==> src/rtl/int_entry_seq.sv <==
module int_entry_seq #(
  parameter int AW = 20,
  parameter int DW = 16,
  parameter int TW = 8
) (
  input  logic          clk,
  input  logic          rst_n,
  input  logic          boundary,
  input  logic          last_prefix,
  input  logic          last_segload,
  input  logic          last_wait,
  input  logic          tf_in,
  input  logic          if_in,
  input  logic          of_in,
  input  logic          div_err,
  input  logic          swint_req,
  input  logic [TW-1:0] swint_type,
  input  logic          int3_req,
  input  logic          into_req,
  input  logic          hw_req,
  input  logic [TW-1:0] hw_type,
  input  logic          nmi_pin,
  input  logic [DW-1:0] flags_in,
  input  logic [DW-1:0] cs_in,
  input  logic [DW-1:0] ip_in,
  output logic          push_req,
  output logic [DW-1:0] push_data,
  input  logic          push_ack,
  output logic          vec_req,
  output logic [AW-1:0] vec_addr,
  input  logic          vec_ack,
  input  logic [DW-1:0] vec_data,
  output logic          busy,
  output logic [TW-1:0] int_type,
  output logic [AW-1:0] vec_base,
  output logic          flag_clr,
  output logic          dma_suspend,
  output logic          done,
  output logic [DW-1:0] new_cs,
  output logic [DW-1:0] new_ip
);
  localparam int PADW = AW - TW - 2;
  localparam logic [TW-1:0] T_DIV   = TW'(8'h00);
  localparam logic [TW-1:0] T_TRACE = TW'(8'h01);
  localparam logic [TW-1:0] T_NMI   = TW'(8'h02);
  localparam logic [TW-1:0] T_BRK   = TW'(8'h03);
  localparam logic [TW-1:0] T_OVF   = TW'(8'h04);

  typedef enum logic [2:0] {S_IDLE, S_PF, S_PC, S_PI, S_VI, S_VC} state_t;
  state_t st;

  logic [TW-1:0] type_q, sel_type;
  logic [DW-1:0] sv_flags, sv_cs, sv_ip, ip_tmp;
  logic          sel_nmi, any_src, hit;
  logic          nmi_s1, nmi_s2, nmi_s3, nmi_pend;
  logic          dma_q;

  wire trace_ok = tf_in & ~(last_prefix | last_segload | last_wait);
  wire ovf_ok   = into_req & of_in;
  wire hw_ok    = hw_req & if_in;

  always_comb begin
    sel_type = '0;
    sel_nmi  = 1'b0;
    any_src  = 1'b1;
    if (trace_ok)       sel_type = T_TRACE;
    else if (div_err)   sel_type = T_DIV;
    else if (int3_req)  sel_type = T_BRK;
    else if (ovf_ok)    sel_type = T_OVF;
    else if (swint_req) sel_type = swint_type;
    else if (nmi_pend) begin
      sel_type = T_NMI;
      sel_nmi  = 1'b1;
    end
    else if (hw_ok)     sel_type = hw_type;
    else                any_src  = 1'b0;
  end

  assign hit = boundary && (st == S_IDLE) && any_src;

  always_ff @(posedge clk) begin
    if (!rst_n) begin
      nmi_s1   <= 1'b0;
      nmi_s2   <= 1'b0;
      nmi_s3   <= 1'b0;
      nmi_pend <= 1'b0;
    end else begin
      nmi_s1   <= nmi_pin;
      nmi_s2   <= nmi_s1;
      nmi_s3   <= nmi_s2;
      nmi_pend <= (nmi_s2 & ~nmi_s3) | (nmi_pend & ~(hit & sel_nmi));
    end
  end

  always_ff @(posedge clk) begin
    if (!rst_n) begin
      st       <= S_IDLE;
      type_q   <= '0;
      sv_flags <= '0;
      sv_cs    <= '0;
      sv_ip    <= '0;
      ip_tmp   <= '0;
      new_cs   <= '0;
      new_ip   <= '0;
      dma_q    <= 1'b0;
      flag_clr <= 1'b0;
      done     <= 1'b0;
    end else begin
      flag_clr <= (st == S_PF) && push_ack;
      done     <= 1'b0;
      case (st)
        S_IDLE: if (hit) begin
          st       <= S_PF;
          type_q   <= sel_type;
          sv_flags <= flags_in;
          sv_cs    <= cs_in;
          sv_ip    <= ip_in;
          dma_q    <= sel_nmi;
        end
        S_PF: if (push_ack) st <= S_PC;
        S_PC: if (push_ack) st <= S_PI;
        S_PI: if (push_ack) st <= S_VI;
        S_VI: if (vec_ack) begin
          ip_tmp <= vec_data;
          st     <= S_VC;
        end
        S_VC: if (vec_ack) begin
          new_cs <= vec_data;
          new_ip <= ip_tmp;
          dma_q  <= 1'b0;
          done   <= 1'b1;
          st     <= S_IDLE;
        end
        default: st <= S_IDLE;
      endcase
    end
  end

  assign busy        = (st != S_IDLE);
  assign int_type    = type_q;
  assign dma_suspend = dma_q;
  assign vec_base    = {{PADW{1'b0}}, type_q, 2'b00};
  assign vec_addr    = {{PADW{1'b0}}, type_q, (st == S_VC), 1'b0};
  assign push_req    = (st == S_PF) || (st == S_PC) || (st == S_PI);
  assign vec_req     = (st == S_VI) || (st == S_VC);

  always_comb begin
    case (st)
      S_PF:    push_data = sv_flags;
      S_PC:    push_data = sv_cs;
      S_PI:    push_data = sv_ip;
      default: push_data = '0;
    endcase
  end
endmodule

==> config.mk <==
export PLATFORM = sky130hd
export DESIGN_NAME = int_entry_seq
export DESIGN_NICKNAME = d
export VERILOG_FILES = /design/src/rtl/int_entry_seq.sv
export SDC_FILE = /design/constraint.sdc
export NUM_CORES = 1
export LEC_CHECK = 0
export CORE_ASPECT_RATIO = 1.2
export CORE_MARGIN = 4
export CORE_UTILIZATION = 44
export DETAILED_ROUTE_END_ITERATION = 7
export PLACE_DENSITY = 0.8
export SYNTH_ARGS = -nofsm -noshare
export SYNTH_HDL_FRONTEND = slang
export SYNTH_SLANG_ARGS = --single-unit
==> constraint.sdc <==
create_clock -name clk -period 2.5 [get_ports clk]
set_input_delay 0.625 -clock clk [delete_from_list [all_inputs] [get_ports clk]]
set_output_delay 0.625 -clock clk [all_outputs]
set_load 0.05 [all_outputs]
; ---- After elaboration in Yosys (flattened, before gate mapping)
; Cells that the tools add are included.
[classes]
n_eq_ne = 11
muxes = 32
n_bitwise = 12
reduce_logical = 15
[ops]
columns = op, n
row1 = $mux 8, 7
row2 = $pmux 16 s3, 1
row3 = $mux 3, 6
row4 = $pmux 3 s6, 1
row5 = $mux 1, 16
row6 = $ne 2x2->1 const B, 5
row7 = $reduce_and 2->1, 4
row8 = $and 1x1->1, 6
row9 = $eq 3x2->1 const B, 2
row10 = $eq 3x3->1 const B, 2
row11 = $reduce_and 6->1, 1
row12 = $eq 3x1->1 const B, 1
row13 = $logic_and 1x1->1, 3
row14 = $logic_not 3->1, 1
row15 = $logic_or 1x1->1, 3
row16 = $not 1->1, 3
row17 = $or 1x1->1, 3
row18 = $reduce_and 3->1, 1
row19 = $reduce_bool 3->1, 1
row20 = $ne 2x1->1 const B, 1
row21 = $pmux 1 s2, 1
row22 = $reduce_bool 2->1, 1
[totals]
ff_bits = 114
input_bits = 97
out_inout_bits = 102

; ---- Longest topological paths before layout
[logic_depth]
ltp_word = 13
ltp_mapped = 7
depth_no_buf = 4

; ---- Least setup slack after synthesis
; Ideal clock, no wire load.
[synth_timing]
path_type = register to output
startpoint = register st[1]
endpoint = output port push_data[11]
arrival_ns = 1.715
required_time_ns = 1.875
slack_ns = 0.160
stages_incl_launch_ff = 6
cell_sequence = dfxtp_1 -> buf_2 -> buf_1 -> mux2_2 -> a22oi_1 -> nor2_1
[synth_via]
elab_chain_cells = 2
elab_cells_between_ends = 4
classes_between = eq/ne (3) / mux (1)
[synth_lines]
columns = item, line_no
row1 = start: declaration, 50  ; state_t st;
row2 = start signal: assignment, 97  ; st <= S_IDLE;
row3 = start signal: assignment, 113  ; st <= S_PF;
row4 = start signal: assignment, 120  ; S_PF: if (push_ack) st <= S_PC;
row5 = $eq 3x2->1 / $eq 3x1->1 (equally long branches), 148  ; case (st)
row6 = $pmux 16 s3 *, 148
row7 = end: declaration, 27  ; output logic [DW-1:0] push_data,
; Every way passes the cells marked *; elsewhere a longest branch is shown, timed or not.

; ---- Final worst setup path
[layout_timing]
startpoint = register st[1]
endpoint = output port push_data[6]
; Same word-level chain as after synthesis.

==> qor.yml <==
layout:
  final_net_count: 870
  antenna_cells: 0
  drive_gt1_share_pct: 13.38
  final_cells: 942
  finalInstanceArea_sq_mm: 0.007700
  utilization_pct: 66.88
  register_area_sq_mm: 0.002282
  area_growth_pct: 48.68
  fillers: 901
  layout_commonest_cell: "clkdlybuf4s50_1"
  most-common-layout-cells: "clkdlybuf4s50_1 (154), nand2_1 (148), dfxtp_1 (114), nand3_1 (107), a21boi_0 (49)"
  multiInputGateArea_sq_mm: 0.002434
grt:
  antenna_found_initial: 0
  grt_usage_pct: 21.30
  grt_max_degree: 103
  grt_pass1_vias: 4812
  grt_overflow_total: 0
  grt_first_pass_wirelength_mm: 23.23
critical_path:
  reg2reg_setup_slack_ns: 0.53
  r2r_end: "int_type[2]"
  critPathLaunch: "st[1]"
  r2r_cells: 5
  cp.arrival_ns: 1.79
  crit_type: "flip-flop to output port"
  worstPathRequired_ns: 1.88
  r2r_start: "st[0]"
  crit_end: "push_data[6]"
  startpoint_type: "flip-flop"
  endpoint_kind: "output port"
  cp_max_fo: 19
sta:
  worstMarginPinSlew_ns: 0.5298
  final.period_utilization_pct: 96.42
  fin_crit_ns: 2.410
  fmax_mhz: 414.9
  rsz0062_at_grt: "no"
  setup_viol: 0
  max-slew-margin-rel_pct: 64.57
  finalHoldViolations: 0
  timing.final.max_slew_violations: 0
  skew_ns: 0.006805
  finalSetupTns_ns: 0
die:
  core_area_sq_mm: 0.01151
  ios: 199
  die_w_um: 107.0
  row_count: 43
  dieArea_sq_mm: 0.01358
  initial_core_util_pct: 44.98
  die_h_um: 126.8
synthesis:
  synth_area_leaders: "dfxtp_1 (44%), nand2_1 (11%), nand3_1 (10%)"
  syn_avg_cell_area_sq_um: 8.260
  synth_top_area_share_pct: 44.07
  syn_inst: 627
  async_reset_ff_share_pct: 0
  synth_edf_count: 0
  yosys.area.top_type: "dfxtp_1"
  yosys_warnings: 0
  netlist-cell-type-count: 43
  ys_seq_area_share_pct: 44.07
  netlist_area_sq_mm: 0.005179
  synthFlopType: "dfxtp_1"
  synth-seq-cells: 114
clocking:
  cts.sinks: 114
  cts_tree: "built"
  htreeDepth: 4
  cts-root-buf: "clkbuf_16"
  cts_buffers: 17
  hold_buffers: 0
  cts.path.max_buffers: 2
  clk_pin_slew_ns: 0.05
  cts_setup_buffers: 0
  worst_skew_pair.late_latency_ns: 0.40
power:
  vdd_ir_drop_max_uv: 389.8
  p_total_mw: 5.389
  p_leak_nw: 3.016
  p_per_area_mw_per_mm2: 699.9
route:
  drt-initial-drc-count: 267
  post_drt_wl_per_cell_um: 15.68
  vias: 4909
  vias_per_cell: 5.211
  ant_nets: 0
  drcViolationCount: 0
  dr.pass1.iters: 5
  wl_mm: 14.77
placed_design:
  hpwl_mm: 10.39
  dp.cells: 910
  postPlaceCellArea_sq_mm: 0.007017
  gp_congestion: 0.8022
  port_buffers: 175
outcome:
  status: "completed"
worst_hold_path:
  hold_class: "flip-flop to flip-flop"
run:
  cap_viol_max_count: 0
[report_power, final]
group / internal [mW] / switching (mW)
Sequential: 1.90 / 0.0535
Combinational: 0.403 / 0.520
Clock: 1.71 / 0.797
Total: 4.02 / 1.37
[logic make-up (layout without fill, tap and decap cells)]
logic type      Yosys count  in the layout  synth area share (%)
simple gates            301            301                 26.43
flops                   114            114                 44.07
compound gates          100            100                 14.45
buf+inv                  94            230                 11.33
mux                      16             16                 3.479
other cells               1             23               0.07241
xor+xnor                  1              1                0.1692
[cells in the mapped netlist (5+ instances only)]
library cell  instances
a21boi_0             49
a21oi_1               7
a22oi_1              21
and2_1                5
buf_1                 5
buf_2                13
buf_4                40
buf_6                 9
clkbuf_1             23
dfxtp_1             114
mux2_2               16
nand2_1             148
nand3_1             107
nor2_1               18
nor2b_1               5
o31ai_1               6
[sequential cells by signal, indices dropped and copies added (netlist names)]
| register | count |
|---|---|
| new_ip | 16 |
| done | 1 |
| st | 3 |
| sv_ip | 16 |
| ip_tmp | 16 |
| dma_suspend | 1 |
| flag_clr | 1 |
| sv_cs | 16 |
| nmi_s2 | 1 |
| int_type | 8 |
| nmi_pend | 1 |
| nmi_s1 | 1 |
| nmi_s3 | 1 |
| sv_flags | 16 |
| new_cs | 16 |
[area by class of cell]
| cell class | instances | area share [%] |
|---|---|---|
| clock buffer | 22 | 6.029 |
| tap | 157 | 2.551 |
| multi-input combinational | 441 | 31.61 |
| timing repair buffer | 195 | 27.97 |
| inverter | 4 | 0.1950 |
| clock inverter | 9 | 2.015 |
| sequential | 114 | 29.64 |
[through the flow]
step,hold slack (ns),setup slack (ns)
3_5_place_dp,0.4311,0.04297
3_3_place_gp,0.4262,0.09578
6_report,0.4359,0.08954
4_1_cts,0.4360,0.02029
5_1_grt,0.4416,0.01118
2_1_floorplan,0.4119,0.1603
[worst min-delay path by stage]
| stage | startpoint | to | cells after the start |
|---|---|---|---|
| 2_1_floorplan | nmi_s1 | nmi_s2 | 1 |
| 3_3_place_gp | nmi_s1 | nmi_s2 | 1 |
| 3_5_place_dp | nmi_s1 | nmi_s2 | 1 |
| 4_1_cts | nmi_s1 | nmi_s2 | 1 |
| 5_1_grt | nmi_s1 | nmi_s2 | 1 |
| 6_report | nmi_s1 | nmi_s2 | 1 |
[what timing repair did]
item | in CTS | in global routing
cloned | 0 | 1
gates resized for setup | 10 | 10
endpoints found under the setup margin | 16 | 16
[per-layer routing]
metal  vias up  track usage (%)  part of all wire (%)
met5         -                0                     0
met4         0            9.180                   2.4
met3        30            4.987                   6.6
met2       208            36.98                    51
met1      2293            24.89                    40
li1       2378                -                     -
[worst max-delay path, stage by stage (launching register included)]
cell and delay [ns]:
dfxtp_1 0.37, buf_12 0.18, nor2b_4 0.18, clkbuf_4 0.22
a22oi_1 0.11, nor2_2 0.16, buf_12 0.16
(Power assumes the default switching activity.)
